`src/rtl/irqc_pkg.sv`:
```
package irqc_pkg;

    typedef enum logic [1:0] {
        DLV_LINE_IDLE   = 2'd0,
        DLV_LINE_ACTIVE = 2'd1,
        DLV_MSG_MODE    = 2'd2
    } dlv_state_e;

    localparam int unsigned IRQC_OFS_STATUS = 'h24;
    localparam int unsigned IRQC_OFS_RAISE  = 'h60;
    localparam int unsigned IRQC_OFS_ACK    = 'h64;

endpackage

```
`src/rtl/irqc_bus_decode.sv`:
```
module irqc_bus_decode #(
    parameter int unsigned ADDR_W     = 8,
    parameter int unsigned STAT_W     = 32,
    parameter int unsigned OFS_STATUS = irqc_pkg::IRQC_OFS_STATUS,
    parameter int unsigned OFS_RAISE  = irqc_pkg::IRQC_OFS_RAISE,
    parameter int unsigned OFS_ACK    = irqc_pkg::IRQC_OFS_ACK
) (
    input  logic              wr_en,
    input  logic [ADDR_W-1:0] wr_addr,
    input  logic [STAT_W-1:0] wr_data,
    input  logic [ADDR_W-1:0] rd_addr,
    input  logic [STAT_W-1:0] status,
    output logic              sw_raise,
    output logic              sw_ack,
    output logic [STAT_W-1:0] sw_raise_mask,
    output logic [STAT_W-1:0] sw_ack_mask,
    output logic [STAT_W-1:0] rd_data
);
    localparam logic [ADDR_W-1:0] A_STATUS = ADDR_W'(OFS_STATUS);
    localparam logic [ADDR_W-1:0] A_RAISE  = ADDR_W'(OFS_RAISE);
    localparam logic [ADDR_W-1:0] A_ACK    = ADDR_W'(OFS_ACK);

    always_comb begin
        sw_raise      = wr_en && (wr_addr == A_RAISE);
        sw_ack        = wr_en && (wr_addr == A_ACK);
        sw_raise_mask = sw_raise ? wr_data : '0;
        sw_ack_mask   = sw_ack   ? wr_data : '0;
        rd_data       = (rd_addr == A_STATUS) ? status : '0;
    end

endmodule

```
`src/rtl/irqc_status_reg.sv`:
```
module irqc_status_reg #(
    parameter int unsigned STAT_W      = 32,
    parameter int unsigned BIT_COMPUTE = 0,
    parameter int unsigned BIT_DMA     = 8
) (
    input  logic              clk,
    input  logic              rst_n,
    input  logic              compute_done,
    input  logic              dma_done,
    input  logic              sw_raise,
    input  logic [STAT_W-1:0] sw_raise_mask,
    input  logic              sw_ack,
    input  logic [STAT_W-1:0] sw_ack_mask,
    output logic [STAT_W-1:0] status_q,
    output logic              raise_evt,
    output logic              nx_nonzero
);
    logic [STAT_W-1:0] hw_set;
    logic [STAT_W-1:0] status_nx;

    // Map each completion source onto its fixed status position.
    for (genvar g = 0; g < STAT_W; g++) begin : g_src_map
        assign hw_set[g] = ((g == BIT_COMPUTE) && compute_done) ||
                           ((g == BIT_DMA)     && dma_done);
    end

    always_comb begin
        // Clear first, then set: a bit hit by both ends set.
        status_nx  = (status_q & ~sw_ack_mask) | hw_set | sw_raise_mask;
        raise_evt  = compute_done || dma_done || sw_raise;
        nx_nonzero = |status_nx;
    end

    always_ff @(posedge clk) begin
        if (!rst_n) status_q <= '0;
        else        status_q <= status_nx;
    end

    // a completion pulse always wins over a same-cycle acknowledge.
    a_r6_set_over_ack: assert property (@(posedge clk) disable iff (!rst_n)
        compute_done |=> status_q[BIT_COMPUTE]);

    // an acknowledge without a concurrent set leaves the acked bits clear.
    a_r5_ack_clears: assert property (@(posedge clk) disable iff (!rst_n)
        (sw_ack && !compute_done && !dma_done) |=>
            ((status_q & $past(sw_ack_mask)) == '0));

endmodule

```
`src/rtl/irqc_delivery_fsm.sv`:
```
module irqc_delivery_fsm
    import irqc_pkg::*;
(
    input  logic clk,
    input  logic rst_n,
    input  logic msi_en,
    input  logic raise_evt,
    input  logic ack_evt,
    input  logic nx_nonzero,
    output logic line_o,
    output logic msi_req_o
);
    dlv_state_e state_q, state_nx;
    logic       qualify_raise;

    assign qualify_raise = raise_evt && nx_nonzero;

    always_comb begin
        state_nx = state_q;
        if (msi_en) begin
            state_nx = DLV_MSG_MODE;                       // enter-message
        end else begin
            unique case (state_q)
                DLV_LINE_IDLE:
                    if (qualify_raise) state_nx = DLV_LINE_ACTIVE;   // assert-line
                DLV_LINE_ACTIVE:
                    if (ack_evt && !nx_nonzero) state_nx = DLV_LINE_IDLE; // release-line
                DLV_MSG_MODE:
                    state_nx = qualify_raise ? DLV_LINE_ACTIVE      // assert-line
                                             : DLV_LINE_IDLE;       // leave-message
                default:
                    state_nx = DLV_LINE_IDLE;
            endcase
        end
    end

    // State register.
    always_ff @(posedge clk) begin
        if (!rst_n) state_q <= DLV_LINE_IDLE;
        else        state_q <= state_nx;
    end

    // Outputs: the line follows the state; the request is a registered pulse.
    always_ff @(posedge clk) begin
        if (!rst_n) msi_req_o <= 1'b0;
        else        msi_req_o <= msi_en && qualify_raise;
    end

    assign line_o = (state_q == DLV_LINE_ACTIVE);

    // message mode forces the legacy line low one edge later.
    a_r11_msi_forces_low: assert property (@(posedge clk) disable iff (!rst_n)
        msi_en |=> !line_o);

    // an acknowledge with no raise never yields a request.
    a_r10_ack_silent: assert property (@(posedge clk) disable iff (!rst_n)
        (ack_evt && !raise_evt) |=> !msi_req_o);

    // a request is only issued when message mode was selected.
    a_r9_req_needs_mode: assert property (@(posedge clk) disable iff (!rst_n)
        !msi_en |=> !msi_req_o);

endmodule

```
`src/rtl/irq_collector.sv`:
```
module irq_collector #(
    parameter int unsigned ADDR_W      = 8,
    parameter int unsigned STAT_W      = 32,
    parameter int unsigned BIT_COMPUTE = 0,
    parameter int unsigned BIT_DMA     = 8
) (
    input  logic              clk,
    input  logic              rst_n,
    input  logic              msi_en,
    input  logic              compute_done,
    input  logic              dma_done,
    input  logic              wr_en,
    input  logic [ADDR_W-1:0] wr_addr,
    input  logic [STAT_W-1:0] wr_data,
    input  logic [ADDR_W-1:0] rd_addr,
    output logic [STAT_W-1:0] rd_data,
    output logic              intx_level,
    output logic              msi_req
);
    logic              sw_raise, sw_ack;
    logic [STAT_W-1:0] sw_raise_mask, sw_ack_mask;
    logic [STAT_W-1:0] status_q;
    logic              raise_evt, nx_nonzero;

    irqc_bus_decode #(.ADDR_W(ADDR_W), .STAT_W(STAT_W)) u_decode (
        .wr_en         (wr_en),
        .wr_addr       (wr_addr),
        .wr_data       (wr_data),
        .rd_addr       (rd_addr),
        .status        (status_q),
        .sw_raise      (sw_raise),
        .sw_ack        (sw_ack),
        .sw_raise_mask (sw_raise_mask),
        .sw_ack_mask   (sw_ack_mask),
        .rd_data       (rd_data)
    );

    irqc_status_reg #(.STAT_W(STAT_W), .BIT_COMPUTE(BIT_COMPUTE), .BIT_DMA(BIT_DMA)) u_status (
        .clk           (clk),
        .rst_n         (rst_n),
        .compute_done  (compute_done),
        .dma_done      (dma_done),
        .sw_raise      (sw_raise),
        .sw_raise_mask (sw_raise_mask),
        .sw_ack        (sw_ack),
        .sw_ack_mask   (sw_ack_mask),
        .status_q      (status_q),
        .raise_evt     (raise_evt),
        .nx_nonzero    (nx_nonzero)
    );

    irqc_delivery_fsm u_fsm (
        .clk        (clk),
        .rst_n      (rst_n),
        .msi_en     (msi_en),
        .raise_evt  (raise_evt),
        .ack_evt    (sw_ack),
        .nx_nonzero (nx_nonzero),
        .line_o     (intx_level),
        .msi_req_o  (msi_req)
    );

    // the legacy line is never high while nothing is pending.
    a_r7_line_implies_pending: assert property (@(posedge clk) disable iff (!rst_n)
        intx_level |-> (status_q != '0));

    // every request coincides with a nonzero status word.
    a_r9_req_implies_pending: assert property (@(posedge clk) disable iff (!rst_n)
        msi_req |-> (status_q != '0));

    // an unmapped write with no completion pulse leaves status untouched.
    a_r12_other_write_inert: assert property (@(posedge clk) disable iff (!rst_n)
        (wr_en && !sw_raise && !sw_ack && !compute_done && !dma_done) |=>
            $stable(status_q));

endmodule

```
`config.mk`:
```
export PLATFORM = sky130hd
export DESIGN_NAME = irq_collector
export DESIGN_NICKNAME = d
export VERILOG_FILES = /design/src/rtl/irqc_pkg.sv /design/src/rtl/irqc_bus_decode.sv /design/src/rtl/irqc_status_reg.sv /design/src/rtl/irqc_delivery_fsm.sv /design/src/rtl/irq_collector.sv
export SDC_FILE = /design/constraint.sdc
export NUM_CORES = 1
export LEC_CHECK = 0
export BUFFER_PORTS_ARGS = -buffer_cell sky130_fd_sc_hd__buf_2
export CAP_MARGIN = 20
export CORE_MARGIN = 2
export CORE_UTILIZATION = 49
export DETAILED_ROUTE_END_ITERATION = 10
export PLACE_DENSITY = 0.8
export SETUP_SLACK_MARGIN = 0.3
export SLEW_MARGIN = 10
export SYNTH_ARGS = -nofsm -noshare
export SYNTH_HDL_FRONTEND = slang
export SYNTH_SLANG_ARGS = --single-unit
```
`constraint.sdc`:
```
create_clock -name clk -period 3.71 [get_ports clk]
set_input_delay 1.113 -clock clk [delete_from_list [all_inputs] [get_ports clk]]
set_output_delay 1.113 -clock clk [all_outputs]
set_load 0.03 [all_outputs]
```
======== Yosys cells after proc, flatten, opt, wreduce, memory -nomap -nowiden ========
Cells that the tools add are included.
Widths: inputs -> output; s select.
storage, ports and cells
  flip-flop bits (word level) ............. 35
  input port bits ......................... 54
  output and inout bits ................... 34
  logic and storage cells ................. 39
operators by class
  eq/ne operators ......................... 9
  muxes and demuxes ....................... 8
  bitwise logic cells ..................... 5
  reductions and logical operators ........ 13
operators with widths
  kind                number
  $mux 32             3
  $and 32x32->32      1
  $not 32->32         1
  $or 32x32->32       1
  $or 32x9->32        1
  $reduce_or 32->1    1
  $eq 8x7->1 const B  2
  $eq 8x6->1 const B  1
  $mux 2              3
  $ne 3x2->1 const B  2
  $pmux 2 s3          1
  $logic_and 1x1->1   5
  $ne 2x1->1 const B  2
  $reduce_and 2->1    2
  $eq 2x1->1 const B  1
  $eq 2x2->1 const B  1
  $logic_not 2->1     1
  $logic_or 1x1->1    2
  $reduce_or 2->1     1
  $logic_not 1->1     1
  $mux 1              1
  $not 1->1           1

======== Longest topological paths before layout ========
  word-level depth ........................ 13
  gate-level depth with buffers ........... 10
  depth with buffers taken out ............ 7

======== Modules after synthesis ========
A second synthesis with hierarchy kept.
second synthesis, totals
  cell total of the unflattened synthesis .. 344
  area, all modules ....................... 2,695.1 sq um
by module, submodules not included
  module             instances  cells an instance  area an instance (sq um)  seq. area each (sq um)
  irqc_status_reg    1          137                1,381.3                   640.6
  irqc_bus_decode    1          197                1,199.9                   0.0
  irqc_delivery_fsm  1          10                 113.9                     60.1

======== Worst setup path after synthesis ========
OpenSTA, ideal clock, no wires.
  path type ............................... input to output
  start ................................... input port rd_addr[4]
  end ..................................... output port rd_data[10]
  arrival ................................. 2.150 ns
  required time ........................... 2.597 ns
  path slack .............................. 0.447 ns
  stages on the path ...................... 4
  path buffers ............................ 1
  cells stage by stage .................... nor4b_1 > and4b_1 > clkbuf_1 > and2_1
on the way
  word-level cells in the longest chain between the ends .. 2
ends and longest elaborated chain
  item         RTL line               source
  from (decl)  irq_collector.sv:15    input logic [ADDR_W-1:0] rd_addr,
  $eq 8x6->1   irqc_bus_decode.sv:28  rd_data = (rd_addr == A_STATUS) ? status : '0;
  $mux 32      irqc_bus_decode.sv:28
  to (decl)    irq_collector.sv:16    output logic [STAT_W-1:0] rd_data,
Every way passes these cells.

======== Final worst setup path ========
  start ................................... input port rd_addr[4]
  end ..................................... output port rd_data[12]
Same word-level chain as after synthesis.

==> impl_metrics.xml <==
<?xml version="1.0" encoding="UTF-8"?>
<metrics>
  <group name="die">
    <metric name="die_w" unit="um">72.7</metric>
    <metric name="io_pins" unit="">88</metric>
    <metric name="placement_rows" unit="">25</metric>
    <metric name="fp.dieH" unit="um">72.7</metric>
    <metric name="start_util" unit="%">50.0</metric>
    <metric name="core" unit="mm2">0.00463</metric>
    <metric name="floorplan.die_area" unit="mm2">0.00529</metric>
  </group>
  <group name="clocking">
    <metric name="tritoncts_clock_tree" unit="">yes</metric>
    <metric name="cts_setup_buffers" unit="">0</metric>
    <metric name="clkSlewWorstSetupHoldPaths" unit="ns">0.07</metric>
    <metric name="cts.sink_count" unit="">35</metric>
    <metric name="clock_tree.buffer_depth" unit="">2</metric>
    <metric name="clock_buffers_created_by_tritoncts" unit="">5</metric>
    <metric name="cts.htree.levels" unit="">2</metric>
    <metric name="clk-insertion-delay-late" unit="ns">0.28</metric>
    <metric name="ctsRootBufferMaster" unit="">sky130_fd_sc_hd__clkbuf_8</metric>
  </group>
  <group name="pwr">
    <metric name="largest_voltage_drop_on_the_vdd_net" unit="mV">0.158</metric>
    <metric name="power" unit="mW">0.729</metric>
    <metric name="cellLeakagePower" unit="nW">1.31</metric>
    <metric name="power_density" unit="mW/mm2">249</metric>
  </group>
  <group name="synth">
    <metric name="synth_edf_count" unit="">0</metric>
    <metric name="async_flop_share" unit="%">0</metric>
    <metric name="synth_flop_cell" unit="">sky130_fd_sc_hd__dfxtp_1</metric>
    <metric name="synthesis.area_per_instance" unit="um2">7.56</metric>
    <metric name="postSynthRegisterBits" unit="">35</metric>
    <metric name="ys_types" unit="">35</metric>
    <metric name="synth_warnings" unit="">0</metric>
    <metric name="ys_seq_area_share" unit="%">30.3</metric>
    <metric name="synthesis.instances" unit="">306</metric>
    <metric name="synthesis.area" unit="mm2">0.00231</metric>
    <metric name="syn_nets" unit="">360</metric>
  </group>
  <group name="timing">
    <metric name="min_period" unit="ns">3.39</metric>
    <metric name="final-hold-violation-count" unit="">0</metric>
    <metric name="max_clock_freq" unit="GHz">0.295</metric>
    <metric name="finalSetupViolCount" unit="">0</metric>
    <metric name="period_utilisation_layout" unit="%">91.4</metric>
    <metric name="slew_headroom" unit="%">60.2</metric>
    <metric name="worst-slew-pin-transition" unit="ns">0.593</metric>
    <metric name="finalSetupTns" unit="ns">0</metric>
    <metric name="fin_skew" unit="ns">0.00455</metric>
    <metric name="slew_violations" unit="">0</metric>
    <metric name="grt_setup_unrepaired" unit="">yes</metric>
  </group>
  <group name="global_route">
    <metric name="grt_start_max_net_pins" unit="">33</metric>
    <metric name="via_count_of_the_first_global_routing_pass" unit="">2165</metric>
    <metric name="grt_first_pass_wirelength" unit="um">9600</metric>
    <metric name="overflow_left_after_global_routing" unit="">0</metric>
    <metric name="grt_util_all_layers" unit="%">22.9</metric>
    <metric name="antenna_violations_before_repair" unit="">0</metric>
  </group>
  <group name="critical_path">
    <metric name="critical_path.reg2reg.endpoint" unit="">u_fsm.state_q[0]$_SDFFE_PP0P_</metric>
    <metric name="critPathSlowestCell" unit="">sky130_fd_sc_hd__and4b_1</metric>
    <metric name="timing.critical_path.cells" unit="">buf_2 &gt; nor4b_1 &gt; and4b_1 &gt; buf_12 &gt; and2_1 &gt; clkbuf_4</metric>
    <metric name="critical_path_at" unit="ns">2.28</metric>
    <metric name="worstSetupPathType" unit="">input pin to output port</metric>
    <metric name="critPathRequiredTime" unit="ns">2.60</metric>
    <metric name="worstPathMaxFanout" unit="">32</metric>
    <metric name="reg2reg_setup_slack" unit="ns">1.82</metric>
    <metric name="worstSetupStartpointType" unit="">input pin</metric>
    <metric name="reg2reg_depth" unit="">7</metric>
    <metric name="critPathMaxStageDelay" unit="ns">0.29</metric>
    <metric name="end_kind" unit="">output port</metric>
    <metric name="r2r-start" unit="">u_status.status_q[7]$_SDFF_PN0_</metric>
    <metric name="critical_path.top_delay_family" unit="">simple AND/OR/NAND/NOR gates</metric>
    <metric name="path_buf_inv" unit="">3</metric>
  </group>
  <group name="drt">
    <metric name="post_drt_wl_per_cell" unit="um">13.6</metric>
    <metric name="detailedRoute.firstPassIterationCount" unit="">4</metric>
    <metric name="post_drt_via_cell_ratio" unit="">5.54</metric>
    <metric name="routed_wl" unit="um">6040</metric>
    <metric name="drt_first_iter_violations" unit="">166</metric>
    <metric name="postRouteAntennaNets" unit="">0</metric>
    <metric name="vias" unit="">2459</metric>
    <metric name="detail_route.drc_violations" unit="">0</metric>
  </group>
  <group name="job">
    <metric name="maxCapViolCount" unit="">0</metric>
  </group>
  <group name="layout">
    <metric name="areaGrowthSynthToFinish" unit="%">26.5</metric>
    <metric name="fill_cells" unit="">420</metric>
    <metric name="multi_input_comb_area" unit="mm2">0.00148</metric>
    <metric name="seqCellArea" unit="um2">701</metric>
    <metric name="num_antenna_cells" unit="">0</metric>
    <metric name="final_net_count" unit="">445</metric>
    <metric name="layout-drive-gt1-share" unit="%">27.4</metric>
  </group>
  <group name="worst_hold_path">
    <metric name="min_delay_path_depth" unit="">2</metric>
    <metric name="timing.hold.worst.start" unit="">u_status.status_q[30]$_SDFF_PN0_</metric>
    <metric name="holdPathEnd" unit="">u_status.status_q[30]$_SDFF_PN0_</metric>
    <metric name="hp-class" unit="">flop to flop</metric>
  </group>
  <group name="outcome">
    <metric name="result_of_the_run" unit="">finished clean</metric>
  </group>
  <group name="place">
    <metric name="gp_congestion" unit="">0.795</metric>
    <metric name="place.port_buffers" unit="">87</metric>
    <metric name="place.detailed.hpwl" unit="um">4470</metric>
  </group>
</metrics>
-- layout make-up --
cell class	instances	area share [%]
multi-input combinational	237	50.4
sequential	35	23.9
timing repair buffer	94	18.5
clock buffer	6	2.48
tap	54	2.31
inverter	18	2.31
-- layer usage --
layer	part of all wire, %	vias up	global-route usage, %	wire, um
met1	42	1127	27.6	2540
met4	1.4	0	7.82	86
met5	0	-	0	0
li1	-	1235	-	-
met3	7.0	9	4.14	423
met2	49	88	40.9	2990
-- state kept, by name (all words and copies together), names as in the netlist --
| signal | count |
|---|---|
| u_status.status_q | 32 |
| u_fsm.state_q | 2 |
| u_fsm.msi_req_o | 1 |
-- tightest hold or removal path, delay by kind of cell, from the launching register on --
family,cells,cell delay (ns)
AO/OA/AOI/OAI,2,0.13
flip-flops,1,0.32
-- cell usage in the layout (no fill, tap or decap), drive strengths merged, types with 3 or more instances in the layout --
master,netlist,final
o32ai,12,12
nand4,3,3
nor2,30,30
a311oi,3,3
inv,17,17
nor3,18,18
dfxtp,35,35
nand2,41,41
buf,5,77
nor2b,17,17
o21a,13,13
o211ai,3,3
and2,47,47
mux2i,14,14
o22ai,14,14
a21oi,3,3
clkbuf,11,23
-- worst max-delay path by stage --
stage,end,cells past startpoint,startpoint,slack (ns)
after global routing,rd_data[12],6,rd_addr[4],0.26
final,rd_data[12],6,rd_addr[4],0.32
after detailed placement,u_fsm.state_q[0]$_SDFFE_PP0P_,9,wr_addr[3],0.31
after floorplan,rd_data[10],4,rd_addr[4],0.45
after global placement,u_fsm.state_q[0]$_SDFFE_PP0P_,9,wr_addr[3],0.32
after CTS,rd_data[14],6,rd_addr[4],0.32
-- synthesized netlist by cell type (all sizes together) (3+ instances only) --
| cell type | number | share of area [%] |
|---|---|---|
| nor2b | 17 | 4.6 |
| nand4 | 3 | 0.81 |
| a311oi | 3 | 1.1 |
| clkbuf | 11 | 1.8 |
| o211ai | 3 | 1.2 |
| buf | 5 | 1.4 |
| dfxtp | 35 | 30 |
| o32ai | 12 | 4.5 |
| mux2i | 14 | 6.1 |
| nor3 | 18 | 3.9 |
| o21a | 13 | 4.2 |
| a21oi | 3 | 0.65 |
| inv | 17 | 2.8 |
| nand2 | 41 | 6.6 |
| and2 | 47 | 13 |
| nor2 | 30 | 4.9 |
| o22ai | 14 | 3.8 |
-- cell families after synthesis --
logic type,after synthesis,share of synthesized area [%]
simple gates,170,39.5
compound gates,53,18.2
buf+inv,34,6.05
mux,14,6.05
flops,35,30.3
-- stage by stage --
step	setup slack, ns	cells	cell area (um2)	hold slack, ns	utilization (%)
after floorplan	0.447	306	2310	0.459	-
after global placement	0.317	438	2810	0.484	60.8
after detailed placement	0.311	438	2810	0.486	60.8
after CTS	0.320	444	2890	0.495	62.3
after global routing	0.260	444	2930	0.533	63.2
final	0.319	444	2930	0.492	63.2
-- power breakdown --
group	internal [mW]	switching [mW]	total, mW
logic	0.0433	0.0525	0.0958
registers	0.380	0.00224	0.382
clock network	0.125	0.126	0.251
-- repair_timing --
item,4_1_cts,5_1_grt
hold buffers,0,0
endpoints found under the setup margin,0,31
gates resized for setup,0,17
Power figures use the tool's default switching activity.
